==> src/rtl/fcd_pkg.sv <==
package fcd_pkg;

    localparam int DATA_W = 8;
    localparam int CMP_W  = 11;

    localparam logic [CMP_W-1:0] ADR_UNLK_A = 11'h555;
    localparam logic [CMP_W-1:0] ADR_UNLK_B = 11'h2AA;
    localparam logic [CMP_W-1:0] ADR_QUERY  = 11'h055;

    localparam logic [DATA_W-1:0] D_KEY1  = 8'hAA;
    localparam logic [DATA_W-1:0] D_KEY2  = 8'h55;
    localparam logic [DATA_W-1:0] D_PROG  = 8'hA0;
    localparam logic [DATA_W-1:0] D_EXT   = 8'h80;
    localparam logic [DATA_W-1:0] D_IDENT = 8'h90;
    localparam logic [DATA_W-1:0] D_PROT  = 8'hC0;
    localparam logic [DATA_W-1:0] D_CFG   = 8'hD0;
    localparam logic [DATA_W-1:0] D_EXIT  = 8'hF0;
    localparam logic [DATA_W-1:0] D_QUERY = 8'h98;
    localparam logic [DATA_W-1:0] D_SUSP  = 8'hB0;
    localparam logic [DATA_W-1:0] D_RES   = 8'h30;
    localparam logic [DATA_W-1:0] D_CHIP  = 8'h10;
    localparam logic [DATA_W-1:0] D_SECT  = 8'h30;
    localparam logic [DATA_W-1:0] D_LOCK  = 8'h60;

    typedef enum logic [3:0] {
        OP_NONE       = 4'd0,
        OP_PROG       = 4'd1,
        OP_CHIP_ERASE = 4'd2,
        OP_SECT_ERASE = 4'd3,
        OP_SECT_LOCK  = 4'd4,
        OP_SUSPEND    = 4'd5,
        OP_RESUME     = 4'd6,
        OP_ID_ENTER   = 4'd7,
        OP_ID_EXIT    = 4'd8,
        OP_QUERY      = 4'd9,
        OP_CFG_WRITE  = 4'd10,
        OP_PROT_PROG  = 4'd11,
        OP_SP_ENTER   = 4'd12
    } op_kind_e;

    typedef enum logic [1:0] {
        MODE_READ  = 2'd0,
        MODE_IDENT = 2'd1,
        MODE_QUERY = 2'd2
    } mode_e;

    typedef enum logic [2:0] {
        RUN_IDLE   = 3'd0,
        RUN_PROG   = 3'd1,
        RUN_ERASE  = 3'd2,
        SUSP_PROG  = 3'd3,
        SUSP_ERASE = 3'd4
    } run_e;

    typedef enum logic [3:0] {
        SQ_IDLE  = 4'd0,
        SQ_UNLK1 = 4'd1,
        SQ_UNLK2 = 4'd2,
        SQ_PROG  = 4'd3,
        SQ_PROT  = 4'd4,
        SQ_CFG   = 4'd5,
        SQ_EXT1  = 4'd6,
        SQ_EXT2  = 4'd7,
        SQ_EXT3  = 4'd8
    } seq_e;

    typedef struct packed {
        op_kind_e kind;
        seq_e     next;
    } dec_t;

    function automatic logic is_running(run_e r);
        return (r == RUN_PROG) || (r == RUN_ERASE);
    endfunction

    function automatic logic is_suspended(run_e r);
        return (r == SUSP_PROG) || (r == SUSP_ERASE);
    endfunction

    // Decode of a write seen with no sequence in progress.
    function automatic dec_t first_cycle(logic [CMP_W-1:0] a,
                                         logic [DATA_W-1:0] d,
                                         mode_e m, run_e r);
        dec_t res;
        res.kind = OP_NONE;
        res.next = SQ_IDLE;
        if (d == D_SUSP && is_running(r))
            res.kind = OP_SUSPEND;
        else if (d == D_RES && is_suspended(r))
            res.kind = OP_RESUME;
        else if (d == D_EXIT)
            res.kind = OP_ID_EXIT;
        else if (d == D_QUERY && a == ADR_QUERY && m != MODE_QUERY)
            res.kind = OP_QUERY;
        else if (d == D_KEY1 && a == ADR_UNLK_A)
            res.next = SQ_UNLK1;
        return res;
    endfunction

endpackage

==> src/rtl/fcd_seq_tracker.sv <==
module fcd_seq_tracker
    import fcd_pkg::*;
(
    input  logic              clk,
    input  logic              rst,
    input  logic              wr_strobe,
    input  logic [CMP_W-1:0]  wr_low,
    input  logic [DATA_W-1:0] wr_data,
    input  mode_e             mode,
    input  run_e              run_eff,
    input  logic              sp_mode,
    output op_kind_e          cmd_kind
);

    seq_e seq_q;
    dec_t fc;
    dec_t dec;

    always_comb begin
        fc  = first_cycle(wr_low, wr_data, mode, run_eff);
        dec = '{kind: OP_NONE, next: seq_q};
        if (wr_strobe) begin
            if (sp_mode) begin
                dec.next = SQ_IDLE;
                if (run_eff == RUN_IDLE)
                    dec.kind = OP_PROG;
            end else if (is_running(run_eff)) begin
                if (fc.kind == OP_SUSPEND)
                    dec = '{kind: OP_SUSPEND, next: SQ_IDLE};
            end else begin
                unique case (seq_q)
                    SQ_UNLK1: begin
                        if (wr_low == ADR_UNLK_B && wr_data == D_KEY2)
                            dec.next = SQ_UNLK2;
                        else
                            dec = fc;
                    end
                    SQ_UNLK2: begin
                        dec = fc;
                        if (wr_low == ADR_UNLK_A) begin
                            case (wr_data)
                                D_PROG:  dec = '{kind: OP_NONE,     next: SQ_PROG};
                                D_EXT:   dec = '{kind: OP_NONE,     next: SQ_EXT1};
                                D_PROT:  dec = '{kind: OP_NONE,     next: SQ_PROT};
                                D_CFG:   dec = '{kind: OP_NONE,     next: SQ_CFG};
                                D_IDENT: dec = '{kind: OP_ID_ENTER, next: SQ_IDLE};
                                D_EXIT:  dec = '{kind: OP_ID_EXIT,  next: SQ_IDLE};
                                default: dec = fc;
                            endcase
                        end
                    end
                    SQ_PROG: dec = '{kind: OP_PROG,      next: SQ_IDLE};
                    SQ_PROT: dec = '{kind: OP_PROT_PROG, next: SQ_IDLE};
                    SQ_CFG: begin
                        if (wr_data == 8'h00 || wr_data == 8'h01)
                            dec = '{kind: OP_CFG_WRITE, next: SQ_IDLE};
                        else
                            dec = fc;
                    end
                    SQ_EXT1: begin
                        if (wr_low == ADR_UNLK_A && wr_data == D_KEY1)
                            dec.next = SQ_EXT2;
                        else
                            dec = fc;
                    end
                    SQ_EXT2: begin
                        if (wr_low == ADR_UNLK_B && wr_data == D_KEY2)
                            dec.next = SQ_EXT3;
                        else
                            dec = fc;
                    end
                    SQ_EXT3: begin
                        if (wr_data == D_SECT)
                            dec = '{kind: OP_SECT_ERASE, next: SQ_IDLE};
                        else if (wr_data == D_LOCK)
                            dec = '{kind: OP_SECT_LOCK, next: SQ_IDLE};
                        else if (wr_data == D_CHIP && wr_low == ADR_UNLK_A)
                            dec = '{kind: OP_CHIP_ERASE, next: SQ_IDLE};
                        else if (wr_data == D_PROG && wr_low == ADR_UNLK_A)
                            dec = '{kind: OP_SP_ENTER, next: SQ_IDLE};
                        else
                            dec = fc;
                    end
                    default: dec = fc;
                endcase
                // Operations forbidden while something is suspended.
                if (run_eff == SUSP_ERASE &&
                    (dec.kind == OP_CHIP_ERASE || dec.kind == OP_SECT_ERASE))
                    dec.kind = OP_NONE;
                if (run_eff == SUSP_PROG &&
                    (dec.kind == OP_CHIP_ERASE || dec.kind == OP_SECT_ERASE ||
                     dec.kind == OP_PROG || dec.kind == OP_PROT_PROG))
                    dec.kind = OP_NONE;
            end
        end
    end

    assign cmd_kind = dec.kind;

    always_ff @(posedge clk) begin
        if (rst)
            seq_q <= SQ_IDLE;
        else if (wr_strobe)
            seq_q <= dec.next;
    end

endmodule

==> src/rtl/fcd_mode_ctrl.sv <==
module fcd_mode_ctrl
    import fcd_pkg::*;
(
    input  logic     clk,
    input  logic     rst,
    input  op_kind_e cmd_kind,
    output mode_e    mode,
    output logic     sp_mode
);

    always_ff @(posedge clk) begin
        if (rst) begin
            mode    <= MODE_READ;
            sp_mode <= 1'b0;
        end else begin
            case (cmd_kind)
                OP_ID_ENTER: mode <= MODE_IDENT;
                OP_QUERY:    mode <= MODE_QUERY;
                OP_ID_EXIT:  mode <= MODE_READ;
                OP_SP_ENTER: begin
                    mode    <= MODE_READ;
                    sp_mode <= 1'b1;
                end
                default: ;
            endcase
        end
    end

endmodule

==> src/rtl/fcd_run_ctrl.sv <==
module fcd_run_ctrl
    import fcd_pkg::*;
(
    input  logic     clk,
    input  logic     rst,
    input  op_kind_e cmd_kind,
    input  logic     op_done,
    output run_e     run_q,
    output run_e     run_eff
);

    run_e run_d;

    // A completion reported this cycle makes the write of this cycle see idle.
    assign run_eff = (is_running(run_q) && op_done) ? RUN_IDLE : run_q;

    always_comb begin
        run_d = run_eff;
        case (cmd_kind)
            OP_PROG, OP_PROT_PROG: if (run_eff == RUN_IDLE) run_d = RUN_PROG;
            OP_CHIP_ERASE, OP_SECT_ERASE: if (run_eff == RUN_IDLE) run_d = RUN_ERASE;
            OP_SUSPEND: begin
                if (run_eff == RUN_PROG)       run_d = SUSP_PROG;
                else if (run_eff == RUN_ERASE) run_d = SUSP_ERASE;
            end
            OP_RESUME: begin
                if (run_eff == SUSP_PROG)       run_d = RUN_PROG;
                else if (run_eff == SUSP_ERASE) run_d = RUN_ERASE;
            end
            default: ;
        endcase
    end

    always_ff @(posedge clk) begin
        if (rst)
            run_q <= RUN_IDLE;
        else
            run_q <= run_d;
    end

endmodule

==> src/rtl/flash_cmd_decoder.sv <==
module flash_cmd_decoder
    import fcd_pkg::*;
#(
    parameter int ADDR_W = 20
) (
    input  logic              clk,
    input  logic              rst,
    input  logic              wr_strobe,
    input  logic [ADDR_W-1:0] wr_addr,
    input  logic [DATA_W-1:0] wr_data,
    input  logic              op_done,
    output logic              op_valid,
    output logic [3:0]        op_kind,
    output logic [ADDR_W-1:0] op_addr,
    output logic [DATA_W-1:0] op_data,
    output logic [1:0]        mode,
    output logic              sp_mode,
    output logic              busy,
    output logic              suspended
);

    localparam int LOW_W = (ADDR_W < CMP_W) ? ADDR_W : CMP_W;

    logic [CMP_W-1:0] wr_low;
    op_kind_e         cmd_kind;
    mode_e            mode_q;
    run_e             run_q;
    run_e             run_eff;

    generate
        if (ADDR_W >= CMP_W) begin : g_low_full
            assign wr_low = wr_addr[LOW_W-1:0];
        end else begin : g_low_pad
            assign wr_low = {{(CMP_W-LOW_W){1'b0}}, wr_addr};
        end
    endgenerate

    fcd_seq_tracker u_seq (
        .clk      (clk),
        .rst      (rst),
        .wr_strobe(wr_strobe),
        .wr_low   (wr_low),
        .wr_data  (wr_data),
        .mode     (mode_q),
        .run_eff  (run_eff),
        .sp_mode  (sp_mode),
        .cmd_kind (cmd_kind)
    );

    fcd_mode_ctrl u_mode (
        .clk     (clk),
        .rst     (rst),
        .cmd_kind(cmd_kind),
        .mode    (mode_q),
        .sp_mode (sp_mode)
    );

    fcd_run_ctrl u_run (
        .clk     (clk),
        .rst     (rst),
        .cmd_kind(cmd_kind),
        .op_done (op_done),
        .run_q   (run_q),
        .run_eff (run_eff)
    );

    always_ff @(posedge clk) begin
        if (rst) begin
            op_valid <= 1'b0;
            op_kind  <= OP_NONE;
            op_addr  <= '0;
            op_data  <= '0;
        end else begin
            op_valid <= (cmd_kind != OP_NONE);
            op_kind  <= cmd_kind;
            if (cmd_kind != OP_NONE) begin
                op_addr <= wr_addr;
                op_data <= wr_data;
            end
        end
    end

    assign mode      = mode_q;
    assign busy      = is_running(run_q);
    assign suspended = is_suspended(run_q);

endmodule

==> config.mk <==
export PLATFORM = sky130hd
export DESIGN_NAME = flash_cmd_decoder
export DESIGN_NICKNAME = d
export VERILOG_FILES = /design/src/rtl/fcd_pkg.sv /design/src/rtl/fcd_seq_tracker.sv /design/src/rtl/fcd_mode_ctrl.sv /design/src/rtl/fcd_run_ctrl.sv /design/src/rtl/flash_cmd_decoder.sv
export SDC_FILE = /design/constraint.sdc
export NUM_CORES = 1
export LEC_CHECK = 0
export BUFFER_PORTS_ARGS = -buffer_cell sky130_fd_sc_hd__buf_2
export CORE_MARGIN = 2
export CORE_UTILIZATION = 35
export CTS_CLUSTER_DIAMETER = 40
export CTS_CLUSTER_SIZE = 30
export DETAILED_ROUTE_END_ITERATION = 6
export PLACE_DENSITY = 0.52
export SLEW_MARGIN = 10
export SYNTH_ARGS = -nofsm -noshare
export SYNTH_HDL_FRONTEND = slang
export SYNTH_SLANG_ARGS = --single-unit
==> constraint.sdc <==
create_clock -name clk -period 6.74 [get_ports clk]
set_input_delay 0.674 -clock clk [delete_from_list [all_inputs] [get_ports clk]]
set_output_delay 0.674 -clock clk [all_outputs]
set_load 0.02 [all_outputs]
# == Yosys cells after proc, flatten, opt, wreduce, memory -nomap -nowiden ==
# Index checks and enable logic that the tools add are counted.
# totals
ff_bits,43
word_cells,132
input_bits,32
# classes
reduce_logical,28
n_mux,44
n_eq_ne,52
# op_table
cell,n
$mux 8,12
$eq 8x8->1 const B,9
$mux 4,17
$pmux 8 s8,1
$pmux 8 s6,1
$eq 4x2->1 const B,8
$eq 4x3->1 const B,8
$eq 4x4->1 const B,6
$mux 3,7
$eq 8x7->1 const B,2
$eq 3x2->1 const B,4
$eq 4x1->1 const B,3
$pmux 3 s4,1
$eq 11x10->1 const B,1
$eq 11x11->1 const B,1
$eq 11x7->1 const B,1
$logic_and 1x1->1,11
$logic_or 1x1->1,9
$eq 8x1->1 const B,1
$eq 8x5->1 const B,1
$eq 8x6->1 const B,1
$logic_not 8->1,1
$mux 7,1
$eq 3x1->1 const B,2
10 further kinds,15

# == Longest topological paths before layout ==
# Gate-level depths: netlist of run 1.
# depth
ltp_word,36
ltp_mapped,13
depth_no_buf,9

# == Hierarchy ==
# Synthesis of run 1 repeated with hierarchy kept, for this count alone.
# hier_totals
cells_unflattened,375
hier_area_um2,3095.5
# by_module_without_submodules
mod,area_each_um2,seq_area_each_um2,cells_each,instances
flash_cmd_decoder,1426.4,660.6,137,1
fcd_seq_tracker,1255.0,80.1,183,1
fcd_run_ctrl,280.3,60.1,39,1
fcd_mode_ctrl,133.9,60.1,16,1

# == Worst setup path before layout of run 1 ==
# No wires, ideal clock.
# synth_timing
path_type,input to register
start,input wr_data[2]
end,register op_addr[10]
t_required_ns,6.621
t_arrival_ns,3.377
stages,13
setup_slack_ns,3.244
n_path_buf,4
path_cell_list,buf_4 > or3_4 > or4_4 > o21ai_2 > or4b_1 > and4_4 > a21oi_1 > o21a_2 > and4b_1 > clkbuf_1 > buf_6 > buf_6 > mux2i_1
# synth_via
elab_chain_cells,32
word_cells_on_any_way,64
# synth_lines
element,line,rtl
from (decl),flash_cmd_decoder.sv:10,"input logic [DATA_W-1:0] wr_data,"
$eq 8x8->1,fcd_pkg.sv:93,else if (d == D_QUERY && a == ADR_QUERY && m != MODE_QUERY)
$logic_and 1x1->1 (2 in a row),fcd_pkg.sv:93,
$mux 4,fcd_pkg.sv:93,
$mux 4,fcd_pkg.sv:91,else if (d == D_EXIT)
$mux 4,fcd_pkg.sv:89,else if (d == D_RES && is_suspended(r))
$mux 4,fcd_pkg.sv:87,if (d == D_SUSP && is_running(r))
$mux 8,fcd_seq_tracker.sv:79,else if (wr_data == D_PROG && wr_low == ADR_UNLK_A)
$mux 8,fcd_seq_tracker.sv:77,else if (wr_data == D_CHIP && wr_low == ADR_UNLK_A)
[14 not listed],--,
$logic_or 1x1->1 (2 in a row),fcd_seq_tracker.sv:91,(dec.kind == OP_CHIP_ERASE || dec.kind == OP_SECT_ERASE ||
$logic_or 1x1->1,fcd_seq_tracker.sv:92,dec.kind == OP_PROG || dec.kind == OP_PROT_PROG))
$logic_and 1x1->1,fcd_seq_tracker.sv:90,if (run_eff == SUSP_PROG &&
$mux 4,fcd_seq_tracker.sv:90,
$mux 8 *,fcd_seq_tracker.sv:27,end else if (is_running(run_eff)) begin
$mux 8 *,fcd_seq_tracker.sv:23,if (sp_mode) begin
$mux 8 *,fcd_seq_tracker.sv:22,if (wr_strobe) begin
$reduce_bool 4->1 *,flash_cmd_decoder.sv:76,if (cmd_kind != OP_NONE) begin
to (signal assigned),flash_cmd_decoder.sv:77,op_addr <= wr_addr;
to (decl),flash_cmd_decoder.sv:14,"output logic [ADDR_W-1:0] op_addr,"
# Mark *: on every way between the ends. The rest lies on a longest branch, timed or not. The select of a mux whose other input is x is not followed.
# A chain may end at the register's enable or synchronous reset.

# == Worst setup path after layout of run 1 ==
# layout_timing
start,register u_seq.seq_q[3]
end,register op_data[7]
# layout_via
elab_chain_cells,22
word_cells_on_any_way,33
# layout_lines
element,line,rtl
from (decl),fcd_seq_tracker.sv:15,seq_e seq_q;
from (signal assigned),fcd_seq_tracker.sv:104,seq_q <= dec.next;
"$eq 4x4->1, or another cell as far along",fcd_seq_tracker.sv:31,unique case (seq_q)
$pmux 8 s8 *,fcd_seq_tracker.sv:31,
$mux 8 *,fcd_seq_tracker.sv:27,
$mux 8 *,fcd_seq_tracker.sv:23,
$mux 8 *,fcd_seq_tracker.sv:22,
$eq 4x2->1,fcd_seq_tracker.sv:88,(dec.kind == OP_CHIP_ERASE || dec.kind == OP_SECT_ERASE))
$logic_or 1x1->1,fcd_seq_tracker.sv:88,
$logic_and 1x1->1,fcd_seq_tracker.sv:87,if (run_eff == SUSP_ERASE &&
[5 not listed],--,
$logic_or 1x1->1 (2 in a row),fcd_seq_tracker.sv:91,
$logic_or 1x1->1,fcd_seq_tracker.sv:92,
$logic_and 1x1->1,fcd_seq_tracker.sv:90,
$mux 4 *,fcd_seq_tracker.sv:90,
$mux 8 *,fcd_seq_tracker.sv:27,
$mux 8 *,fcd_seq_tracker.sv:23,
$mux 8 *,fcd_seq_tracker.sv:22,
$reduce_bool 4->1 *,flash_cmd_decoder.sv:76,
to (signal assigned),flash_cmd_decoder.sv:78,op_data <= wr_data;
to (decl),flash_cmd_decoder.sv:15,"output logic [DATA_W-1:0] op_data,"
# Marked as above.

==> results of run 1 <==
[power breakdown]
group	internal, mW	switching, mW
Clock	0.148	0.0928
Sequential	0.254	0.000103
Combinational	0.0200	0.0281
[flip-flops by register name, summed over array words and instances, names as in the netlist]
signal	cells
op_addr	20
op_data	8
op_kind	4
u_seq.seq_q	4
u_run.run_q	3
u_mode.mode	2
op_valid	1
u_mode.sp_mode	1
[area by class of cell]
class | count | area, um2 | share of cell area (%)
Clock buffer | 6 | 72.57 | 2.060
Timing Repair Buffer | 69 | 345.3 | 9.805
Multi-Input combinational cell | 301 | 2029 | 57.62
Inverter | 5 | 18.77 | 0.5329
Clock inverter | 2 | 60.06 | 1.705
Sequential cell | 43 | 860.8 | 24.44
Tap cell | 108 | 135.1 | 3.837
[Yosys cell counts (all sizes together), types with 2 or more instances]
cell type	n
and2	2
o21ai	16
nand3b	2
nor2	30
nor4	5
o21a	3
nand2	18
o21bai	2
nand4	8
or3	4
a311o	2
a21o	3
buf	9
xor2	2
o31ai	4
or4	2
o211ai	6
nor2b	8
clkbuf	19
a21oi	12
a211oi	3
inv	5
and4	2
and4b	4
or4b	3
and3b	2
dfxtp	43
a21boi	2
nand2b	63
xnor2	2
nor3	9
nor4b	8
a41oi	2
a31oi	2
nor3b	4
and3	3
nand4b	2
nor4bb	4
mux2i	28
a22oi	2
nand3	13
[cells by family (layout without fill, tap and decap cells)]
family / count (synthesis) / in the layout / share of synthesized area, %
AND/OR/NAND/NOR: 197 / 197 / 39.52
multiplexers: 29 / 29 / 9.573
XOR/XNOR: 4 / 4 / 1.151
buffers and inverters: 33 / 82 / 5.136
adder cells (fa/ha/maj): 1 / 1 / 0.3287
AO/OA/AOI/OAI: 70 / 70 / 16.02
flip-flops: 43 / 43 / 28.27
[metal layers]
metal,global-route usage [%],up-vias
li1,-,1471
met1,22.62,1324
met2,26.28,100
met3,4.245,14
met4,5.556,0
met5,0,-
[worst min-delay path, cell delays in order (launching register included)]
cell	delay [ns]
dfxtp_1	0.31
nand2b_1	0.06
mux2i_1	0.06
[stage by stage]
step / total power, mW / hold slack, ns / util (%) / setup WS (ns) / cells
4_1_cts: 0.5523 / 0.4778 / 40.99 / 2.838 / 534
3_3_place_gp: 0.3081 / 0.4564 / 39.44 / 2.586 / 526
2_1_floorplan: 0.2914 / 0.5354 / - / 3.244 / 377
5_1_grt: 0.5656 / 0.4960 / 40.99 / 2.444 / 534
6_report: 0.5433 / 0.4741 / 40.99 / 2.835 / 534
3_5_place_dp: 0.3083 / 0.4639 / 39.44 / 2.525 / 526
[final timing paths]
| kind | endpoint | slack [ns] | start |
|---|---|---|---|
| worst min-delay path | op_data[6] | 0.47 | op_data[6] |
| worst max register to register | op_data[7] | 2.83 | u_seq.seq_q[3] |
| worst max-delay path | op_data[7] | 2.83 | u_seq.seq_q[3] |
| worst min register to register | op_data[6] | 0.47 | op_data[6] |
==> results.json, run 1 <==
{
  "fin_crit_sh_pct": 57.94,
  "worstPathCellList": "nor4b_1, o41ai_1, o221a_2, o21ai_0, o21ai_1, o21a_2, and4b_2, mux2i_1",
  "setup_violations": 0,
  "postLayoutCellArea_um2": 3522,
  "place.gp.congestion": 1.015,
  "synth_edf_count": 0,
  "cts_root_buffer": "clkbuf_8",
  "num-fill-cells": 901,
  "slew_headroom_pct": 37.87,
  "clkSlewWorstSetupHoldPaths_ns": 0.08,
  "arrival_ns": 4.13,
  "rsz0062_at_grt": "false",
  "yosysSeqAreaShare_pct": 28.27,
  "drtAntennaViolNets": 0,
  "cts_max_path_buffers": 2,
  "fin_setup_tns_ns": 0,
  "post_synth.cell_area_avg_um2": 8.078,
  "antenna_found_initial": 0,
  "finalCriticalPeriod_ns": 3.905,
  "synth_area_leaders": "dfxtp_1 28%, nand2b_1 13%, mux2i_1 9.2%",
  "status": "complete, no violations",
  "grt_overflow_total": 0,
  "crit_family": "simple AND/OR/NAND/NOR gates",
  "hpwl_um": 6054,
  "wl_um": 8145,
  "core-area_um2": 8593,
  "die_area_um2": 9463,
  "tritoncts": "done",
  "grt_pass1_wl_um": 13180,
  "start_util_pct": 35.44,
  "criticalPathCategory": "reg -> reg",
  "ys.flop_type": "dfxtp_1",
  "highest_layer": "met4",
  "end_kind": "flip-flop",
  "drt_iter0_drc": 231,
  "grt_max_degree": 74,
  "worst_hold_path.num_cells": 2,
  "syn_to_final_growth_pct": 15.65,
  "layout_commonest_cell": "buf_2",
  "cpPeakStageDelay_ns": 0.90,
  "finalMaxSlewViolations": 0,
  "die_w_um": 97.28,
  "num_vias": 2909,
  "nets": 457,
  "drive_above_1_share_pct": 20.42,
  "htree_levels": 2,
  "synth_area_um2": 3045,
  "clk_latency_ns": 0.30,
  "power.leakage_nw": 1.521,
  "cts.sinks": 43,
  "grt_util_all_layers_pct": 16.78,
  "async_flop_share_pct": 0,
  "synth_top_area_cell": "dfxtp_1",
  "max_freq_ghz": 0.2561,
  "holdBufCountCts": 0,
  "post-cts-setup-buffers": 0,
  "maxCapViolCount": 0,
  "die_y_um": 97.28,
  "hold_viol": 0,
  "cp-start-kind": "flip-flop",
  "yosysUniqueCellTypes": 66,
  "ir_worst_vdd_v": 0.00009962,
  "io_buffers": 69,
  "wl_met2_um": 3612,
  "numCtsBuffers": 5,
  "wl_per_cell_um": 15.25,
  "tightest_slew_ns": 0.9319,
  "dr.pass1.iters": 4,
  "worst-path-buf-inv": 0,
  "worstRegToRegCells": 8,
  "io_pins": 70,
  "yosys_warnings": 0,
  "synth_nets": 409,
  "power_density_nw_per_um2": 154.2,
  "path_depth": 8,
  "antenna_cells": 0,
  "path_max_fanout": 29,
  "first_global_vias": 2651,
  "rows": 34,
  "wl_met3_um": 514,
  "syn_inst": 377,
  "required_ns": 6.96,
  "fin_worst_skew_ns": 0.01061,
  "cpMaxStageDelayCell": "and4b_2",
  "post_drt_via_cell_ratio": 5.448,
  "cts_resized": 0,
  "final_cell_mix": "69 x buf_2, 63 x nand2b_1, 43 x dfxtp_1",
  "synth.top_cell.area_share_pct": 28.27,
  "ys_seq_elements": 43,
  "drc_errors": 0,
  "met1_length_um": 3849,
  "hp-class": "reg -> reg",
  "dpl_cell_area_um2": 3390
}
Power figures use the tool's default switching activity.
==> run 2: changes to the inputs <==
clock period = 3.89 ns   (was 6.74 ns; I/O delays follow)
==> run 2 against run 1 <==
- fmax grew 17%
- sequential power grew 73%
- worst setup slack lost 2.3 ns
- via count grew 3.0%
- core utilization grew 0.67 points
- cell area grew 1.6%
- worst hold slack lost 0.13 ns
- wire length grew 4.8%
- sequential cell count is the same
- count of clock-buffer cells in the layout is the same
- combinational power grew 75%
- first-iteration DRC count shrank 16%
- critical path type unchanged
==> results.json, run 2 (same netlist as run 1, synthesis figures left out) <==
{
  "io_buffers": 69,
  "required_ns": 4.06,
  "maxCapViolCount": 0,
  "grt_util_all_layers_pct": 17.83,
  "max_freq_ghz": 0.2994,
  "nets": 463,
  "arrival_ns": 3.51,
  "hpwl_um": 6491,
  "final_cell_mix": "69 x buf_2, 63 x nand2b_1, 43 x dfxtp_1",
  "slew_headroom_pct": 37.17,
  "clkSlewWorstSetupHoldPaths_ns": 0.09,
  "die_w_um": 97.28,
  "reg_top3": "op_addr: 20 flops, op_data: 8 flops",
  "drtAntennaViolNets": 0,
  "grt_max_degree": 74,
  "finalCriticalPeriod_ns": 3.340,
  "cts_resized": 0,
  "wl_um": 8540,
  "wl_per_cell_um": 15.81,
  "holdWs_ns": 0.3479,
  "start_util_pct": 35.44,
  "numCtsBuffers": 5,
  "drt_iter0_drc": 194,
  "cts.sinks": 43,
  "grt_pass1_wl_um": 14020,
  "grt_overflow_total": 0,
  "cp-start-kind": "flip-flop",
  "place.gp.congestion": 0.9589,
  "rows": 34,
  "holdBufCountCts": 0,
  "die_area_um2": 9463,
  "syn_to_final_growth_pct": 17.54,
  "drc_errors": 0,
  "die_y_um": 97.28,
  "layout_commonest_cell": "buf_2",
  "power.leakage_nw": 1.557,
  "clk_latency_ns": 0.29,
  "post_drt_via_cell_ratio": 5.546,
  "ir_worst_vdd_v": 0.0001454,
  "criticalPathCategory": "reg -> reg",
  "fin_crit_sh_pct": 85.87,
  "path_max_fanout": 29,
  "status": "complete, no violations",
  "tritoncts": "done",
  "dr.pass1.iters": 4,
  "htree_levels": 2,
  "antenna_found_initial": 0,
  "drive_above_1_share_pct": 21.53,
  "fin_setup_tns_ns": 0,
  "io_pins": 70,
  "largest_register": "op_addr",
  "tightest_slew_ns": 0.9424,
  "num_vias": 2995,
  "rsz0062_at_grt": "false",
  "hold_viol": 0,
  "cts_max_path_buffers": 2,
  "r2r_setup_slack_ns": 0.55,
  "hp-class": "in -> reg",
  "first_global_vias": 2787,
  "cts_root_buffer": "clkbuf_8",
  "end_kind": "flip-flop",
  "fin_worst_skew_ns": 0.01001,
  "finalMaxSlewViolations": 0,
  "post-route-util_pct": 41.66,
  "post-cts-setup-buffers": 0,
  "largest_reg_flops": 20,
  "core-area_um2": 8593,
  "power_density_nw_per_um2": 261.2,
  "antenna_cells": 0,
  "setup_violations": 0
}
==> run 2: cell type report <==
cell class | instances | area [um2]
Clock buffer | 6 | 72.57
Clock inverter | 2 | 60.06
Fill cell | 922 | 5014
Inverter | 5 | 18.77
Multi-Input combinational cell | 301 | 2029
Sequential cell | 43 | 860.8
Tap cell | 108 | 135.1
Timing Repair Buffer | 75 | 402.9
==> run 2: report_power, final <==
group / switching (mW) / leakage [nW] / total, mW / internal, mW
clock: 0.154 / 0.0654 / 0.410 / 0.257
sequential: 0.000173 / 0.346 / 0.440 / 0.440
combinational: 0.0494 / 1.15 / 0.0844 / 0.0350
total: 0.203 / 1.56 / 0.935 / 0.732
==> run 2: per-layer routing <==
layer | wire (um) | part of all wire, % | GRT usage, % | up-vias
met5 | 0 | 0 | 0 | -
met4 | 94 | 1.1 | 3.632 | 0
met3 | 578 | 6.8 | 3.741 | 11
met2 | 3943 | 46 | 29.70 | 108
met1 | 3924 | 46 | 23.99 | 1396
li1 | - | - | - | 1480
==> run 2: critical path, stage by stage (launching register included) <==
cell	delay, ns
dfxtp_1	0.46
nor4b_1	0.74
nand4_1	0.35
nor4b_1	0.34
a311o_1	0.23
nor3_1	0.11
a311o_1	0.37
and4b_2	0.28
buf_12	0.18
mux2i_1	0.14
==> run 2: through the flow <==
| step | cell area [um2] | cells | power [mW] | setup WS, ns |
|---|---|---|---|---|
| floorplan | 3045 | 377 | 0.5049 | 0.6788 |
| global placement | 3447 | 532 | 0.5344 | 0.4482 |
| detailed placement | 3447 | 532 | 0.5352 | 0.3487 |
| CTS | 3580 | 540 | 0.9512 | 0.5914 |
| global route | 3580 | 540 | 0.9825 | 0.4045 |
| finish | 3580 | 540 | 0.9351 | 0.5498 |
==> run 2: path summary, 6_finish.rpt <==
path	start	end	cells after the start
min	wr_addr[13]	op_addr[13]	3
min reg2reg	op_data[2]	op_data[2]	2
max	u_seq.seq_q[0]	op_data[1]	9
max reg2reg	u_seq.seq_q[0]	op_data[1]	9
==> run 3: changes to the inputs <==
CORE_UTILIZATION = 25   (was 35)
PLACE_DENSITY = 0.39   (was 0.52)
==> run 3 against run 2 <==
- die area grew 38%
- clock power grew 4%
- worst setup slack lost 0.18 ns
- first-iteration DRC count grew 5.7%
- sequential power is essentially flat
- combinational power grew 2%
- via count shrank 0.60%
- wire length grew 8.9%
- fmax shrank 5.1%
- power grew 1.9%
==> results.json, run 3 (same netlist as run 1, synthesis figures left out) <==
{
  "status": "complete, no violations",
  "tightest_slew_ns": 1.142,
  "num-fill-cells": 1303,
  "worst-path-buf-inv": 1,
  "hpwl_um": 6978,
  "seq_power_share_pct": 46.2,
  "finalCriticalPeriod_ns": 3.520,
  "cts_root_buffer": "clkbuf_16",
  "cp-start-kind": "flip-flop",
  "finalMaxSlewViolations": 0,
  "numCtsBuffers": 5,
  "htree_levels": 2,
  "ir_worst_vdd_v": 0.0001379,
  "criticalPathCategory": "reg -> reg",
  "power.leakage_nw": 1.579,
  "cpPeakStageDelay_ns": 0.97,
  "end_kind": "flip-flop",
  "required_ns": 4.11,
  "setup_violations": 0,
  "power.switching_uw": 240.0,
  "drive_above_1_share_pct": 22.25,
  "post-cts-setup-buffers": 0,
  "switching_share_pct": 25.19,
  "p_int_uw": 713.0,
  "layout_commonest_cell": "buf_2",
  "maxCapViolCount": 0,
  "fin_worst_skew_ns": 0.006357,
  "fin_setup_tns_ns": 0,
  "worst_hold_path.num_cells": 3,
  "clock_power_share_pct": 44.7,
  "final_cell_mix": "69 x buf_2, 63 x nand2b_1, 43 x dfxtp_1",
  "slew_headroom_pct": 22.78,
  "worstReg2RegStart": "u_seq.seq_q[0]",
  "hp-class": "in -> reg",
  "drt_iter0_drc": 205,
  "max_freq_ghz": 0.2841,
  "grt_util_all_layers_pct": 14.30,
  "power_density_nw_per_um2": 259.9,
  "post_drt_via_cell_ratio": 5.106,
  "cts_resized": 0,
  "clk_latency_ns": 0.30,
  "post-place-ws_ns": 0.2274,
  "wl_per_cell_um": 15.95,
  "antenna_found_initial": 0,
  "fin_crit_sh_pct": 90.49,
  "die_y_um": 114.4,
  "io_pins": 70,
  "io_buffers": 69,
  "cpMaxStageDelayCell": "nor4b_1",
  "reg_top3": "op_addr: 20 flops, op_data: 8 flops",
  "die_w_um": 114.4,
  "r2r_setup_slack_ns": 0.37,
  "cts_max_path_buffers": 2,
  "rr_endpoint": "op_addr[5]",
  "syn_to_final_growth_pct": 20.42,
  "dr.pass1.iters": 5,
  "clkSlewWorstSetupHoldPaths_ns": 0.07,
  "holdBufCountCts": 0,
  "largest_register": "op_addr",
  "first_global_vias": 2891,
  "wl_um": 9300,
  "path_max_fanout": 29,
  "drc_errors": 0,
  "cts.sinks": 43,
  "arrival_ns": 3.74,
  "worstRegToRegCells": 9,
  "num_vias": 2977,
  "worstPathCellList": "nor4b_1, o41ai_1, o221a_2, o21ai_0, o21ai_1, o21a_2, and4b_2, buf_12, mux2i_1",
  "combPwrFrac_pct": 9.0,
  "largest_reg_flops": 20,
  "start_util_pct": 25.46,
  "nets": 467,
  "grt_max_degree": 53,
  "hold_viol": 0,
  "finalWorstSetupSlack_ns": 0.3698,
  "grt_pass1_wl_um": 14810,
  "grt_overflow_total": 0,
  "core-area_um2": 11960,
  "place.gp.congestion": 0.8998,
  "min-delay-start": "wr_addr[11]",
  "rsz0062_at_grt": "false",
  "crit_family": "compound AO/OA/AOI/OAI gates",
  "whs_endpoint": "op_addr[11]",
  "tritoncts": "done",
  "rows": 40,
  "die_area_um2": 13080,
  "drtAntennaViolNets": 0,
  "antenna_cells": 0
}
-- run 3: changes by cell type in the layout (fill, tap and decap cells not counted) --
cell	delta
clkbuf_16	+5
clkbuf_8	-5
buf_4	+4
bufinv_16	-2
clkinv_2	+1
clkinvlp_4	+1
-- run 3: worst max path at each step --
stage | start | end | slack [ns] | cells past startpoint
6_report | u_seq.seq_q[0] | op_addr[5] | 0.37 | 9
5_1_grt | u_seq.seq_q[0] | op_addr[2] | 0.14 | 9
4_1_cts | u_seq.seq_q[0] | op_addr[5] | 0.40 | 9
3_5_place_dp | wr_data[5] | op_addr[10] | 0.23 | 11
3_3_place_gp | wr_data[5] | op_addr[9] | 0.31 | 11
2_1_floorplan | wr_data[2] | op_addr[10] | 0.68 | 13
-- run 3: stage by stage --
step	hold WS [ns]	area, um2	utilization, %	power [mW]	instances
after floorplan	0.5354	3045	-	0.5049	377
after global placement	0.4576	3526	29.48	0.5368	575
after detailed placement	0.4616	3526	29.48	0.5375	575
after CTS	0.3335	3667	30.66	0.9752	583
after global routing	0.3394	3667	30.66	0.9972	583
final	0.3439	3667	30.66	0.9530	583
-- run 3: worst register-to-register path: stages (launching register included) --
cell and delay [ns]:
dfxtp_1 0.31, nor4b_1 0.97, o41ai_1 0.29, o221a_2 0.33, o21ai_0 0.32, o21ai_1 0.14, o21a_2 0.29, and4b_2 0.31
buf_12 0.23, mux2i_1 0.24
-- run 3: final cells by class --
| type | count | area [um2] | share of cell area, % |
|---|---|---|---|
| clock buffer | 6 | 128.9 | 3.514 |
| clock inverter | 2 | 12.51 | 0.3412 |
| inverter | 5 | 18.77 | 0.5118 |
| multi-input combinational | 301 | 2029 | 55.34 |
| sequential | 43 | 860.8 | 23.47 |
| tap | 147 | 183.9 | 5.015 |
| timing repair buffer | 79 | 432.9 | 11.80 |
-- run 3: power by group through the flow --
stage	Sequential, mW	Combinational [mW]	Clock [mW]
global placement	0.451	0.0862	0
CTS	0.441	0.0870	0.448
finish	0.441	0.0860	0.426
detailed placement	0.451	0.0869	0
floorplan	0.451	0.0538	0
global route	0.440	0.0952	0.462
-- run 3: layer usage --
layer  up-vias  track usage [%]  share of wire, %
met4         0            3.496               1.3
met1      1385            18.97                48
li1       1479                -                 -
met2       102            23.33                45
met3        11            3.547               5.7
met5         -                0                 0
